[src/rtl/slotirq_pkg.sv]
package slotirq_pkg;
  localparam int SRC_N  = 32;
  localparam int DATA_W = 32;
  localparam int VEC_W  = 7;
  localparam int SLOTS  = 8;
  localparam int CODE_W = 3;

  // Word addresses
  localparam int A_PEND  = 0;
  localparam int A_MASK  = 1;
  localparam int A_CFG   = 2;
  localparam int A_SENSE = 3;
  localparam int A_VEC   = 4;
  localparam int A_PRIO  = 8;

  localparam int OVR_LSB = 24;

  // Register bit (31-b) carries source b.
  function automatic logic [DATA_W-1:0] msb_map(input logic [DATA_W-1:0] v);
    logic [DATA_W-1:0] r;
    for (int i = 0; i < DATA_W; i++) r[DATA_W-1-i] = v[i];
    return r;
  endfunction

  // Bit offset of slot s inside a priority register
  function automatic int slot_lsb(input int s);
    return (s < 4) ? 20 + (3 - s) * 3 : 4 + (7 - s) * 3;
  endfunction
endpackage

[src/rtl/slotirq_pend.sv]
module slotirq_pend
  import slotirq_pkg::*;
(
  input  logic             clk,
  input  logic             rst_n,
  input  logic [SRC_N-1:0] src_i,
  input  logic [SRC_N-1:0] edge_sel_i,
  input  logic [SRC_N-1:0] clr_i,
  output logic [SRC_N-1:0] pend_o
);
  logic [SRC_N-1:0] s1_q, s2_q, s3_q, pend_q, pend_d;

  always_comb begin
    for (int i = 0; i < SRC_N; i++) begin
      if (edge_sel_i[i]) pend_d[i] = (pend_q[i] & ~clr_i[i]) | (s2_q[i] & ~s3_q[i]);
      else               pend_d[i] = s2_q[i];
    end
  end

  always_ff @(posedge clk or negedge rst_n) begin
    if (!rst_n) begin
      s1_q   <= '0;
      s2_q   <= '0;
      s3_q   <= '0;
      pend_q <= '0;
    end else begin
      s1_q   <= src_i;
      s2_q   <= s1_q;
      s3_q   <= s2_q;
      pend_q <= pend_d;
    end
  end

  assign pend_o = pend_q;

  for (genvar i = 0; i < SRC_N; i++) begin : g_chk
    // an edge-sensed bit cleared with no new rising edge is low next cycle
    assert_edge_clear_R4: assert property (@(posedge clk) disable iff (!rst_n)
      (edge_sel_i[i] && clr_i[i] && !(s2_q[i] && !s3_q[i])) |=> !pend_o[i]);
  end
endmodule

[src/rtl/slotirq_rank.sv]
module slotirq_rank
  import slotirq_pkg::*;
#(
  parameter int NUM_GROUPS = 2,
  parameter int GROUP_BASE = 8
)(
  input  logic [SRC_N-1:0]      active_i,
  input  logic [DATA_W-1:0]     prio_i [NUM_GROUPS],
  input  logic [NUM_GROUPS-1:0] spread_i,
  input  logic [VEC_W-1:0]      ovr_i,
  output logic [VEC_W-1:0]      win_o,
  output logic                  ovr_hit_o
);
  localparam int GW = (NUM_GROUPS > 1) ? $clog2(NUM_GROUPS) : 1;
  localparam int KW = GW + CODE_W + 1;
  localparam logic [KW-1:0] UNR_KEY = {1'b1, {(KW-1){1'b0}}};

  logic [KW-1:0] key [SRC_N];

  // Rank key per source: smaller wins
  always_comb begin
    logic hit;
    logic [CODE_W-1:0] sl;
    for (int n = 0; n < SRC_N; n++) key[n] = UNR_KEY;
    for (int g = 0; g < NUM_GROUPS; g++) begin
      for (int c = 0; c < SLOTS; c++) begin
        hit = 1'b0;
        sl  = '0;
        for (int s = SLOTS - 1; s >= 0; s--) begin
          if (prio_i[g][slot_lsb(s) +: CODE_W] == CODE_W'(c)) begin
            hit = 1'b1;
            sl  = CODE_W'(s);
          end
        end
        if (hit)
          key[GROUP_BASE + SLOTS * g + c] = spread_i[g] ? {1'b0, sl, GW'(g)}
                                                       : {1'b0, GW'(g), sl};
      end
    end
  end

  // Winner scan; ascending order breaks ties toward the lower number
  always_comb begin
    logic any;
    logic [KW-1:0] best;
    any  = 1'b0;
    best = UNR_KEY;
    win_o = '0;
    for (int n = 1; n < SRC_N; n++) begin
      if (active_i[n] && (!any || key[n] < best)) begin
        any   = 1'b1;
        best  = key[n];
        win_o = VEC_W'(n);
      end
    end
    ovr_hit_o = (ovr_i != '0) && (ovr_i[VEC_W-1:5] == '0) && active_i[ovr_i[4:0]];
    if (ovr_hit_o) win_o = ovr_i;
  end
endmodule

[src/rtl/slotirq_ctrl.sv]
module slotirq_ctrl
  import slotirq_pkg::*;
#(
  parameter int NUM_GROUPS = 2,
  parameter int GROUP_BASE = 8,
  parameter int NUM_EXT    = 4,
  parameter int EXT_BASE   = 24,
  parameter int ADDR_W     = 4
)(
  input  logic              clk,
  input  logic              rst_n,
  input  logic [31:0]       src_i,
  input  logic              wr_en,
  input  logic [ADDR_W-1:0] addr,
  input  logic [31:0]       wdata,
  output logic [31:0]       rdata,
  output logic              irq_o
);
  // Reset: asserted asynchronously, released on a clock edge
  logic rs1_q, rst_s;
  always_ff @(posedge clk or negedge rst_n) begin
    if (!rst_n) begin
      rs1_q <= 1'b0;
      rst_s <= 1'b0;
    end else begin
      rs1_q <= 1'b1;
      rst_s <= rs1_q;
    end
  end

  logic [SRC_N-1:0]      mask_q, mask_d, pend, active, edge_sel, clr;
  logic [DATA_W-1:0]     prio_q [NUM_GROUPS];
  logic [DATA_W-1:0]     prio_d [NUM_GROUPS];
  logic [VEC_W-1:0]      ovr_q, ovr_d, win, vec_q;
  logic [NUM_GROUPS-1:0] spread_q, spread_d;
  logic [NUM_EXT-1:0]    sense_q, sense_d;
  logic                  irq_q, ovr_hit;

  logic wr_pend, wr_mask, wr_cfg, wr_sense;
  assign wr_pend  = wr_en && (addr == ADDR_W'(A_PEND));
  assign wr_mask  = wr_en && (addr == ADDR_W'(A_MASK));
  assign wr_cfg   = wr_en && (addr == ADDR_W'(A_CFG));
  assign wr_sense = wr_en && (addr == ADDR_W'(A_SENSE));

  // Next-state logic
  always_comb begin
    mask_d   = wr_mask  ? msb_map(wdata) : mask_q;
    ovr_d    = wr_cfg   ? wdata[OVR_LSB +: VEC_W] : ovr_q;
    spread_d = wr_cfg   ? wdata[NUM_GROUPS-1:0] : spread_q;
    sense_d  = sense_q;
    if (wr_sense)
      for (int i = 0; i < NUM_EXT; i++) sense_d[i] = wdata[15 - i];
    for (int g = 0; g < NUM_GROUPS; g++)
      prio_d[g] = (wr_en && addr == ADDR_W'(A_PRIO + g)) ? wdata : prio_q[g];
    clr = wr_pend ? msb_map(wdata) : '0;
    edge_sel = '0;
    for (int i = 0; i < NUM_EXT; i++) edge_sel[EXT_BASE + i] = sense_q[i];
  end

  // Registers
  always_ff @(posedge clk or negedge rst_s) begin
    if (!rst_s) begin
      mask_q   <= '0;
      ovr_q    <= '0;
      spread_q <= '0;
      sense_q  <= '0;
      vec_q    <= '0;
      irq_q    <= 1'b0;
      for (int g = 0; g < NUM_GROUPS; g++) prio_q[g] <= '0;
    end else begin
      mask_q   <= mask_d;
      ovr_q    <= ovr_d;
      spread_q <= spread_d;
      sense_q  <= sense_d;
      vec_q    <= win;
      irq_q    <= |active[SRC_N-1:1];
      for (int g = 0; g < NUM_GROUPS; g++) prio_q[g] <= prio_d[g];
    end
  end

  slotirq_pend u_pend (
    .clk        (clk),
    .rst_n      (rst_s),
    .src_i      (src_i),
    .edge_sel_i (edge_sel),
    .clr_i      (clr),
    .pend_o     (pend)
  );

  assign active = pend & mask_q & ~SRC_N'(1);

  slotirq_rank #(.NUM_GROUPS(NUM_GROUPS), .GROUP_BASE(GROUP_BASE)) u_rank (
    .active_i  (active),
    .prio_i    (prio_q),
    .spread_i  (spread_q),
    .ovr_i     (ovr_q),
    .win_o     (win),
    .ovr_hit_o (ovr_hit)
  );

  // Read mux
  always_comb begin
    rdata = '0;
    if (addr == ADDR_W'(A_PEND))  rdata = msb_map(pend);
    if (addr == ADDR_W'(A_MASK))  rdata = msb_map(mask_q);
    if (addr == ADDR_W'(A_CFG)) begin
      rdata[OVR_LSB +: VEC_W]    = ovr_q;
      rdata[NUM_GROUPS-1:0]      = spread_q;
    end
    if (addr == ADDR_W'(A_SENSE))
      for (int i = 0; i < NUM_EXT; i++) rdata[15 - i] = sense_q[i];
    if (addr == ADDR_W'(A_VEC))   rdata[VEC_W-1:0] = vec_q;
    for (int g = 0; g < NUM_GROUPS; g++)
      if (addr == ADDR_W'(A_PRIO + g)) rdata = prio_q[g];
  end

  assign irq_o = irq_q;

  // idle request means empty vector, and a request always names a source
  assert_idle_vec_R6: assert property (@(posedge clk) disable iff (!rst_s)
    !irq_o |-> (vec_q == '0));
  assert_req_vec_R5: assert property (@(posedge clk) disable iff (!rst_s)
    irq_o |-> (vec_q != '0));
  // with every source masked the request stays low
  assert_mask_blocks_R2: assert property (@(posedge clk) disable iff (!rst_s)
    (mask_q == '0) |=> !irq_o);
  // a live override source is what the vector reports
  assert_override_wins_R12: assert property (@(posedge clk) disable iff (!rst_s)
    ovr_hit |=> (vec_q == $past(ovr_q)));
endmodule

[config.mk]
export PLATFORM = sky130hd
export DESIGN_NAME = slotirq_ctrl
export DESIGN_NICKNAME = d
export VERILOG_FILES = /design/src/rtl/slotirq_pkg.sv /design/src/rtl/slotirq_pend.sv /design/src/rtl/slotirq_rank.sv /design/src/rtl/slotirq_ctrl.sv
export SDC_FILE = /design/constraint.sdc
export NUM_CORES = 1
export LEC_CHECK = 0
export ABC_CLOCK_PERIOD_IN_PS = 8230
export BUFFER_PORTS_ARGS = -buffer_cell sky130_fd_sc_hd__buf_2
export CORE_UTILIZATION = 55
export CTS_CLUSTER_DIAMETER = 50
export DETAILED_ROUTE_END_ITERATION = 10
export GPL_TIMING_DRIVEN = 0
export PLACE_DENSITY = 0.73
export SLEW_MARGIN = 15
export SYNTH_ARGS = -nofsm -noshare
export SYNTH_HDL_FRONTEND = slang
export SYNTH_HIERARCHICAL = 1
export SYNTH_SLANG_ARGS = --single-unit
[constraint.sdc]
create_clock -name clk -period 8.23 [get_ports clk]
set_clock_uncertainty 0.15 [all_clocks]
set_input_delay 0.4115 -clock clk [delete_from_list [all_inputs] [get_ports clk]]
set_output_delay 0.4115 -clock clk [all_outputs]
set_load 0.02 [all_outputs]
==> summary.txt, run 1 <==
Synth
  • FFs w/ async S/R, synth: 100%
  • Cell Area, Synth: 0.0166 mm2
  • Avg Cell Area, Syn: 9.18 um2
  • Cells after Synth: 1812
  • Post-synth cell types: 95
  • Yosys warnings: 6
  • Synth Register Bits: 247
  • EDFF count, synth: 0
  • Register area share after synthesis: 37.2%
  • Top_reg_cell synth: dfrtp_1

Clock network
  • Worst-path clk slew: roughly 70 ps
  • H-tree lvl count: 1
  • CTS Root Cell: clkbuf_16
  • Total clock buffers created by CTS: 23
  • Worst-Skew Late Latency: roughly 510 ps
  • Clock sink count: 247
  • CTS Buffer Depth: 3
  • CTS tree: yes

Min path
  • Worst hold path class: input port to register

STA
  • Crit path time final: 26390 ps
  • Final period utilization: 321%
  • Final Setup Violations: 5
  • Fin. Hold Viols: 0
  • Relative slew slack: roughly 10%
  • Slew Limit Fails: 0
  • Worst-Margin Slew: 1330 ps
  • Worst setup margin: -18160 ps
  • Final hold slack: 21.5 ps
  • Max Freq: between 30 and 40 MHz
  • RSZ-0062 raised after global routing: true

Routing
  • TritonRoute pass-1 iters: 7
  • WL/cell: about 23 um
  • Routed vias/inst: 6.49
  • Drt drc: 0
  • Post-Route WL: approximately 60 mm
  • Post-route ant nets: 0
  • Vias: 17100
  • Starting DRT DRC Count: about 1700

Die
  • Core area: 0.0297 mm2
  • # IOs: roughly 100
  • Height of the die: 176 um
  • Cell row count: 63
  • Starting density of the core: 56.0%
  • Die area: 0.0309 mm2
  • DIE WIDTH: between 150 and 200 um

GRT
  • Global route overflow: 0
  • Vias in the first global route: 16700
  • First-pass GRT wire length: between 80 and 90 mm
  • Largest net degree at the start of global routing: 65
  • Overall routing resource usage: 37.3%
  • Initial antenna violation count: 0

Placement
  • Dpl cell area: 0.0185 mm2
  • Final HPWL DP: roughly 41 mm
  • RD Place Congestion: 0.954
  • Dpl cells: ~2400
  • Port-buffer cells: 101

Worst setup path
  • Max FO, Critical Path: 7
  • CP required: 8510 ps
  • Critical Path Source Type: register
  • Crit Path Category: register to register
  • Crit path top cell by count: a21o_1
  • Crit. End Element: register
  • Arr. time, crit path: 26670 ps
  • Slowest-stage cell, CP: or4_4
  • Peak per-stage delay on the critical path: 580 ps

Cells and area
  • Final Util: 74.8%
  • # diodes: 0
  • Layout fillers: 2031
  • Share of layout cells above drive strength 1: between 30% and 40%
  • P&R area growth vs syn: 33.7%
  • Post-route cell area: 0.0222 mm2
  • Nets: 2364
  • Final std cells w/o fill: 2638

Outcome
  • Run status: finished, violations left
  • Failing checks: negative setup slack

Job
  • Max-Cap Viols: 0
cells in the mapped netlist (all sizes together), types with 10 or more instances:
| cell | number | area (um2) |
|---|---|---|
| nand4 | 17 | 106 |
| nand2 | 143 | 539 |
| o21a | 18 | 135 |
| or2 | 14 | 87.6 |
| and2 | 43 | 274 |
| o211ai | 13 | 103 |
| a21boi | 11 | 82.6 |
| a31oi | 20 | 125 |
| nor4 | 26 | 163 |
| nand3 | 32 | 160 |
| nor3b | 35 | 263 |
| nor4b | 13 | 145 |
| mux2 | 118 | 1330 |
| and3 | 41 | 257 |
| a221oi | 11 | 96.3 |
| and3b | 17 | 149 |
| or3 | 26 | 168 |
| a22oi | 19 | 148 |
| o31ai | 11 | 110 |
| or3b | 13 | 114 |
| nor3 | 51 | 265 |
| a32o | 34 | 340 |
| a21o | 29 | 218 |
| ha | 60 | 751 |
| nor2b | 18 | 113 |
| a21oi | 119 | 603 |
| a222oi | 15 | 150 |
| nand2b | 22 | 138 |
| inv | 72 | 270 |
| clkbuf | 47 | 176 |
| dfrtp | 247 | 6180 |
| nor2 | 159 | 599 |
| nand3b | 28 | 210 |
| buf | 34 | 160 |
| o21ai | 84 | 428 |
| mux4 | 10 | 225 |
| or4 | 15 | 128 |
| a211oi | 21 | 163 |
stage by stage:
stage	setup TNS, ps	worst slack, ps
after floorplan	-80810	-16210
after global placement	-525670	-19920
after detailed placement	-101270	-20380
after CTS	-88230	-17760
after global routing	-94600	-18970
final	-90550	-18160
final timing paths:
| kind | cells past startpoint | slack [ps] | from | to |
|---|---|---|---|---|
| max | 152 | -18160 | prio_q[63]$_DFFE_PN0P_ | vec_q[0]$_DFF_PN0_ |
| min | 2 | 20 | wdata[6] | prio_q[38]$_DFFE_PN0P_ |
| max reg2reg | 152 | -18160 | prio_q[63]$_DFFE_PN0P_ | vec_q[0]$_DFF_PN0_ |
| min reg2reg | 0 | 80 | rst_s$_DFF_PN0_ | u_pend/s3_q[13]$_DFF_PN0_ |
| max in group asynchronous | 3 | 6560 | rst_s$_DFF_PN0_ | prio_q[38]$_DFFE_PN0P_ |
| min in group asynchronous | 0 | 80 | rst_s$_DFF_PN0_ | u_pend/s3_q[13]$_DFF_PN0_ |
critical path: cells and delay by family (launching register included):
kind	cells	cell delay, ps
flops	1	410
compound gates	80	12770
buf+inv	24	3000
fa+ha+maj	14	3410
mux	3	900
simple gates	31	5640
state kept, by name, indices dropped and copies added, names as in the netlist, 2 cells and up:
register and cells:
ovr_q 7, u_pend/s1_q 32, u_pend/s3_q 32, mask_q 32, vec_q 7, spread_q 2, sense_q 4, u_pend/s2_q 32
u_pend/pend_o 32, prio_q 64
cells by family after synthesis:
logic type	share of synthesized area, %
other	0.0677
muxes	9.82
AOI/OAI and AO/OA	21.2
DFF	37.2
adders and majority gates	4.51
and+or+nand+nor	23.6
buffers and inverters	3.65
layout by cell type (no fill, tap or decap), types with 19 or more instances in the layout:
| cell type | n |
|---|---|
| and3_1 | 40 |
| nand3_1 | 32 |
| nor3_1 | 36 |
| a21oi_2 | 26 |
| clkbuf_1 | 38 |
| a32o_1 | 32 |
| nand3b_1 | 28 |
| or3_1 | 20 |
| nor2_1 | 151 |
| nor3b_1 | 30 |
| o21ai_0 | 55 |
| buf_4 | 190 |
| nand2_1 | 128 |
| buf_6 | 21 |
| ha_1 | 31 |
| nand2b_1 | 19 |
| nor4_1 | 24 |
| ha_4 | 21 |
| buf_2 | 104 |
| mux2_2 | 109 |
| inv_1 | 67 |
| and2_1 | 40 |
| a21oi_1 | 83 |
| clkbuf_16 | 23 |
| dlygate4sd3_1 | 33 |
| a21o_1 | 26 |
| dfrtp_1 | 228 |
| conb_1 | 60 |
final cells by class:
class	count	area, um2	share of cell area, %
plain buffers	80	469	2.11
flip-flops and latches	247	6210	27.9
well taps	390	488	2.19
clock inverters	12	125	0.563
inverters	72	273	1.23
repair buffers	339	2520	11.3
multi-input cells	1470	11500	51.8
clock buffers	28	634	2.85
metal layers:
layer  wire, um  track usage, %  vias to the layer above
met5          0               0                        -
met4       2410            16.4                        0
met3       5210            4.50                      181
met2      28400            61.4                      945
met1      23800            49.5                     8359
li1           -               -                     7628
timing repair:
item,4_1_cts,5_1_grt
pin swaps,97,110
resized for setup,151,92
endpoints found under the hold margin,34,0
hold buffers,33,0
buffers inserted,144,57
cloned,1,0
setup endpoints to repair,5,5
Power of run 1 is not shown: default switching activity piles up to over one toggle a cycle in this logic, so the estimate is an artifact.
==> run 2, diff against run 1 <==
- TNS_END_PERCENT: default -> 30
==> run 2 against run 1 <==
The run still ends with negative setup slack left. Setup slack worse by 31 ps. Hold slack about the same. Sequential share of layout area rose by 1.5 points. First-iteration DRC count increased by 5.3%. Fmax is 0.12% lower. Flip-flop and latch count is the same. Global-route usage decreased by 1.6 points. Cell count decreased by 3.3%. Critical endpoint unchanged. Largest cell class unchanged.
==> summary.txt, run 2 (synthesized netlist as in run 1, its figures left out) <==
Outcome
  • Run status: finished, violations left
  • Failing checks: negative setup slack

Cells and area
  • Final std cells w/o fill: 2551
  • Largest Register: prio_q
  • P&R area growth vs syn: 27.0%
  • Share of layout cells above drive strength 1: 29.7%
  • Commonest non-fill, non-tap cell in the layout: dfrtp_1
  • Most frequent cells in the layout: dfrtp_1, nor2_1, nand2_1
  • Final Util: ~71%
  • Nets: 2278
  • Max reg flops: 64

STA
  • Worst-Margin Slew: 1210 ps
  • Relative slew slack: between 10% and 20%
  • Final Setup Violations: 5
  • Max Freq: 37.8 MHz
  • Crit path time final: 26420 ps
  • Slew Limit Fails: 0
  • Fin. Hold Viols: 0
  • Setup tns final: -90640 ps
  • Worst setup margin: -18190 ps
  • Final period utilization: 321%
  • RSZ-0062 raised after global routing: true

Worst setup path
  • Number of cells on the worst reg-to-reg path: roughly 150
  • Arr. time, crit path: about 27000 ps
  • Peak per-stage delay on the critical path: 550 ps
  • Worst r2r src: prio_q[60]$_DFFE_PN0P_
  • CP Depth: ~150
  • Crit path top cell by count: a21o_1
  • Buffers & Inverters on Critical Path: 12
  • CP top delay family: compound AO/OA/AOI/OAI gates
  • Critical Path Source Type: register
  • CP startpoint: prio_q[60]$_DFFE_PN0P_
  • CP required: 8510 ps
  • Reg2reg setup slack: -18190 ps
  • Reg2reg end: vec_q[0]$_DFF_PN0_
  • Worst setup path endpoint: vec_q[0]$_DFF_PN0_
  • Max FO, Critical Path: 10
  • Crit Path Category: register to register
  • Crit. End Element: register
  • Slowest-stage cell, CP: or4_4

GRT
  • Initial antenna violation count: 1
  • Overall routing resource usage: approximately 36%
  • First-pass GRT wire length: 86.5 mm
  • Largest net degree at the start of global routing: 60
  • Global route overflow: 0
  • Vias in the first global route: 16000

Routing
  • Starting DRT DRC Count: roughly 1700
  • Drt drc: 0
  • Vias: 16400
  • Post-route ant nets: 0
  • TritonRoute pass-1 iters: 7
  • WL/cell: 22.0 um
  • Post-Route WL: 56.1 mm
  • Routed vias/inst: 6.44

Clock network
  • CTS Buffer Depth: 3
  • Worst-path clk slew: ~70 ps
  • CTS Root Cell: clkbuf_16
  • Clock sink count: 247
  • CTS tree: yes
  • H-tree lvl count: 1
  • Total clock buffers created by CTS: 23
  • Worst-Skew Late Latency: ~520 ps

Placement
  • RD Place Congestion: 0.984
  • Post-Place Worst Slack: -20180 ps
  • Port-buffer cells: 101
  • Dpl cells: 2364
  • Final HPWL DP: between 40 and 50 mm

Die
  • Starting density of the core: 56.0%
  • Core area: 0.0297 mm2
  • DIE WIDTH: 176 um
  • # IOs: 104
  • Die area: 0.0309 mm2
  • Cell row count: 63
  • Height of the die: between 150 and 200 um

Min path
  • Worst hold path class: input port to register

Job
  • Max-Cap Viols: 0
-- run 2: through the flow --
stage / instance area, um2 / hold slack [ps]
4_1_cts: 20600 / 13.6
6_report: 21100 / 21.6
2_1_floorplan: 17400 / -34.1
3_3_place_gp: 18400 / 48.9
3_5_place_dp: 18500 / 48.9
5_1_grt: 21100 / 32.0
-- run 2: worst min path at each step --
stage	end	depth (start not counted)	slack [ps]	startpoint
floorplan	rs1_q$_DFF_PN0_	0	-30	rst_n
global placement	rs1_q$_DFF_PN0_	1	50	rst_n
detailed placement	rs1_q$_DFF_PN0_	1	50	rst_n
CTS	prio_q[20]$_DFFE_PN0P_	2	10	wdata[20]
global route	prio_q[20]$_DFFE_PN0P_	2	30	wdata[20]
finish	prio_q[20]$_DFFE_PN0P_	2	20	wdata[20]
-- run 2: layout make-up --
type                       count  area, um2
sequential                   247       6210
fill                        2203       8590
inverter                      72        270
timing repair buffer         252       1810
antenna                        1       2.50
clock buffer                  29        628
clock inverter                 9       83.8
buffer                        81        459
tap                          390        488
multi-input combinational   1470      11200
-- run 2: timing repair --
action | in CTS | in global routing
gates cloned | 1 | 0
hold endpoints to repair | 34 | 0
buffers inserted | 77 | 37
gates resized for setup | 104 | 57
endpoints found under the setup margin | 5 | 5
pin swaps | 55 | 52
hold buffers | 33 | 0
-- run 2: routing by layer --
layer  wire length (um)  track usage (%)  vias to the layer above
met1              22700             47.3                     7948
met2              26300             58.6                      884
li1                   -                -                     7451
met3               5090             5.24                      153
met5                  0                0                        -
met4               2100             14.6                        0
Power of run 2 is left out for the same reason.
==> run 3, diff against run 2 <==
==> constraint.sdc (replaced) <==
create_clock -name clk -period 8.23 [get_ports clk]
set_clock_uncertainty 0.15 [all_clocks]
set_input_delay 1.646 -clock clk [delete_from_list [all_inputs] [get_ports clk]]
set_output_delay 1.646 -clock clk [all_outputs]
set_load 0.02 [all_outputs]
==> run 3 against run 2 <==
The flow still finishes with violations (negative setup slack). Global-route usage down 0.29 points. Cell count down 1.3%. Fmax about the same. Non-clock buffer count down 33. Hold slack better by 170 ps. Critical endpoint unchanged.
==> summary.txt, run 3 (synthesized netlist as in run 1, its figures left out) <==
Outcome
  • Run status: finished, violations left
  • Failing checks: negative setup slack

Worst setup path
  • Crit path top cell by count: a21o_1
  • Crit. End Element: register
  • CP required: 8510 ps
  • Worst r2r src: prio_q[40]$_DFFE_PN0P_
  • CP startpoint: prio_q[40]$_DFFE_PN0P_
  • Max FO, Critical Path: 10
  • Critical Path Source Type: register
  • Peak per-stage delay on the critical path: 510 ps
  • Crit Path Category: register to register
  • Slowest-stage cell, CP: or4_4
  • Arr. time, crit path: about 27000 ps

Clock network
  • Clock sink count: 247
  • CTS Root Cell: clkbuf_16
  • Worst-Skew Late Latency: 520 ps
  • Total clock buffers created by CTS: 23
  • CTS Buffer Depth: 3
  • Worst-path clk slew: 60 ps
  • H-tree lvl count: 1
  • CTS tree: yes
  • CTS Hold Bufs: 0

Cells and area
  • Area occupied by multi-input gates: 0.0112 mm2
  • Layout fillers: between 2000 and 2500
  • Post-route cell area: 0.0208 mm2
  • Largest Register: prio_q
  • Share of layout cells above drive strength 1: a little under a third
  • Commonest non-fill, non-tap cell in the layout: dfrtp_1
  • Nets: 2245
  • Max reg flops: 64
  • Most frequent cells in the layout: dfrtp_1, nor2_1, nand2_1
  • Storage cell area: slightly above 0.006 mm2
  • P&R area growth vs syn: 25.1%

STA
  • Final period utilization: 321%
  • Crit path time final: 26410 ps
  • Worst-Margin Slew: 1320 ps
  • Max Freq: 37.9 MHz
  • Relative slew slack: 11.8%
  • Slew Limit Fails: 0
  • Final Setup Violations: 5
  • Fin. Hold Viols: 0
  • Setup tns final: -90560 ps
  • Worst setup margin: -18180 ps
  • RSZ-0062 raised after global routing: true

Die
  • Core area: between 0.02 and 0.03 mm2
  • Cell row count: 63
  • DIE WIDTH: around 180 um
  • Starting density of the core: roughly 56%
  • Height of the die: 176 um
  • # IOs: 104
  • Die area: 0.0309 mm2

Routing
  • Routed vias/inst: between 6 and 7
  • Drt drc: 0
  • Starting DRT DRC Count: about 1600
  • Vias: 16400
  • WL/cell: 22.2 um
  • Post-Route WL: 55.9 mm
  • Post-route ant nets: 0
  • TritonRoute pass-1 iters: 6

Min path
  • Hold path startpoint: u_pend/s1_q[11]$_DFF_PN0_
  • Worst hold path class: register to register

GRT
  • Largest net degree at the start of global routing: 60
  • Global route overflow: 0
  • Initial antenna violation count: 1
  • Overall routing resource usage: 35.4%
  • First-pass GRT wire length: 85.7 mm
  • Vias in the first global route: 15800

Placement
  • RD Place Congestion: about 1
  • Port-buffer cells: 101
  • Dpl cell area: 0.0185 mm2
  • Final HPWL DP: 40.5 mm

Job
  • Max-Cap Viols: 0
## run 3: changes by cell type in the layout (fill, tap and decap cells not counted), sizes merged
cell | previous run | this run
dlygate4sd3 | 33 | 0
## run 3: through the flow
step | hold WS, ps | setup WS (ps) | instances | utilization, %
6_report | 194 | -18180 | 2518 | 70.0
5_1_grt | 202 | -19290 | 2517 | 70.0
3_3_place_gp | 182 | -19790 | 2360 | 61.9
3_5_place_dp | 186 | -20180 | 2364 | 62.2
2_1_floorplan | 181 | -16210 | 1869 | -
4_1_cts | 200 | -17850 | 2480 | 68.2
## run 3: worst paths after layout
check	slack (ps)	cells after the start	to
max in group asynchronous	6360	3	prio_q[40]$_DFFE_PN0P_
max	-18180	148	vec_q[0]$_DFF_PN0_
min in group asynchronous	260	0	u_pend/s1_q[8]$_DFF_PN0_
min	190	0	u_pend/s2_q[11]$_DFF_PN0_
min reg2reg	190	0	u_pend/s2_q[11]$_DFF_PN0_
max reg2reg	-18180	148	vec_q[0]$_DFF_PN0_
## run 3: layout make-up
class	count	share of cell area, %
Multi-Input combinational cell	1470	53.7
Sequential cell	247	29.8
Timing Repair Buffer	219	7.13
Clock buffer	29	3.02
Tap cell	390	2.35
Buffer	81	2.21
Inverter	72	1.30
Clock inverter	9	0.403
Antenna cell	1	0.0120
## run 3: repair_timing
action,CTS,global route
endpoints found under the setup margin,5,5
pin swaps,55,52
gates cloned,1,0
setup buffers,77,37
gates resized for setup,104,57
## run 3: critical path: cells and delay by family, from the launching register on
family / cells / cell delay, ps
adder cells (fa/ha/maj): 15 / 3810
AND/OR/NAND/NOR: 32 / 4960
multiplexers: 4 / 1310
AO/OA/AOI/OAI: 84 / 13910
buffers and inverters: 13 / 1630
flip-flops: 1 / 480
## run 3: routing by layer
layer	part of all wire (%)	up-vias	wire (um)	track usage, %
met1	41	7939	22700	47.1
met2	46	909	25900	57.8
met5	0	-	0	0
met4	3.9	0	2150	14.6
li1	-	7388	-	-
met3	9.1	159	5110	5.24
Power of run 3 is left out for the same reason.
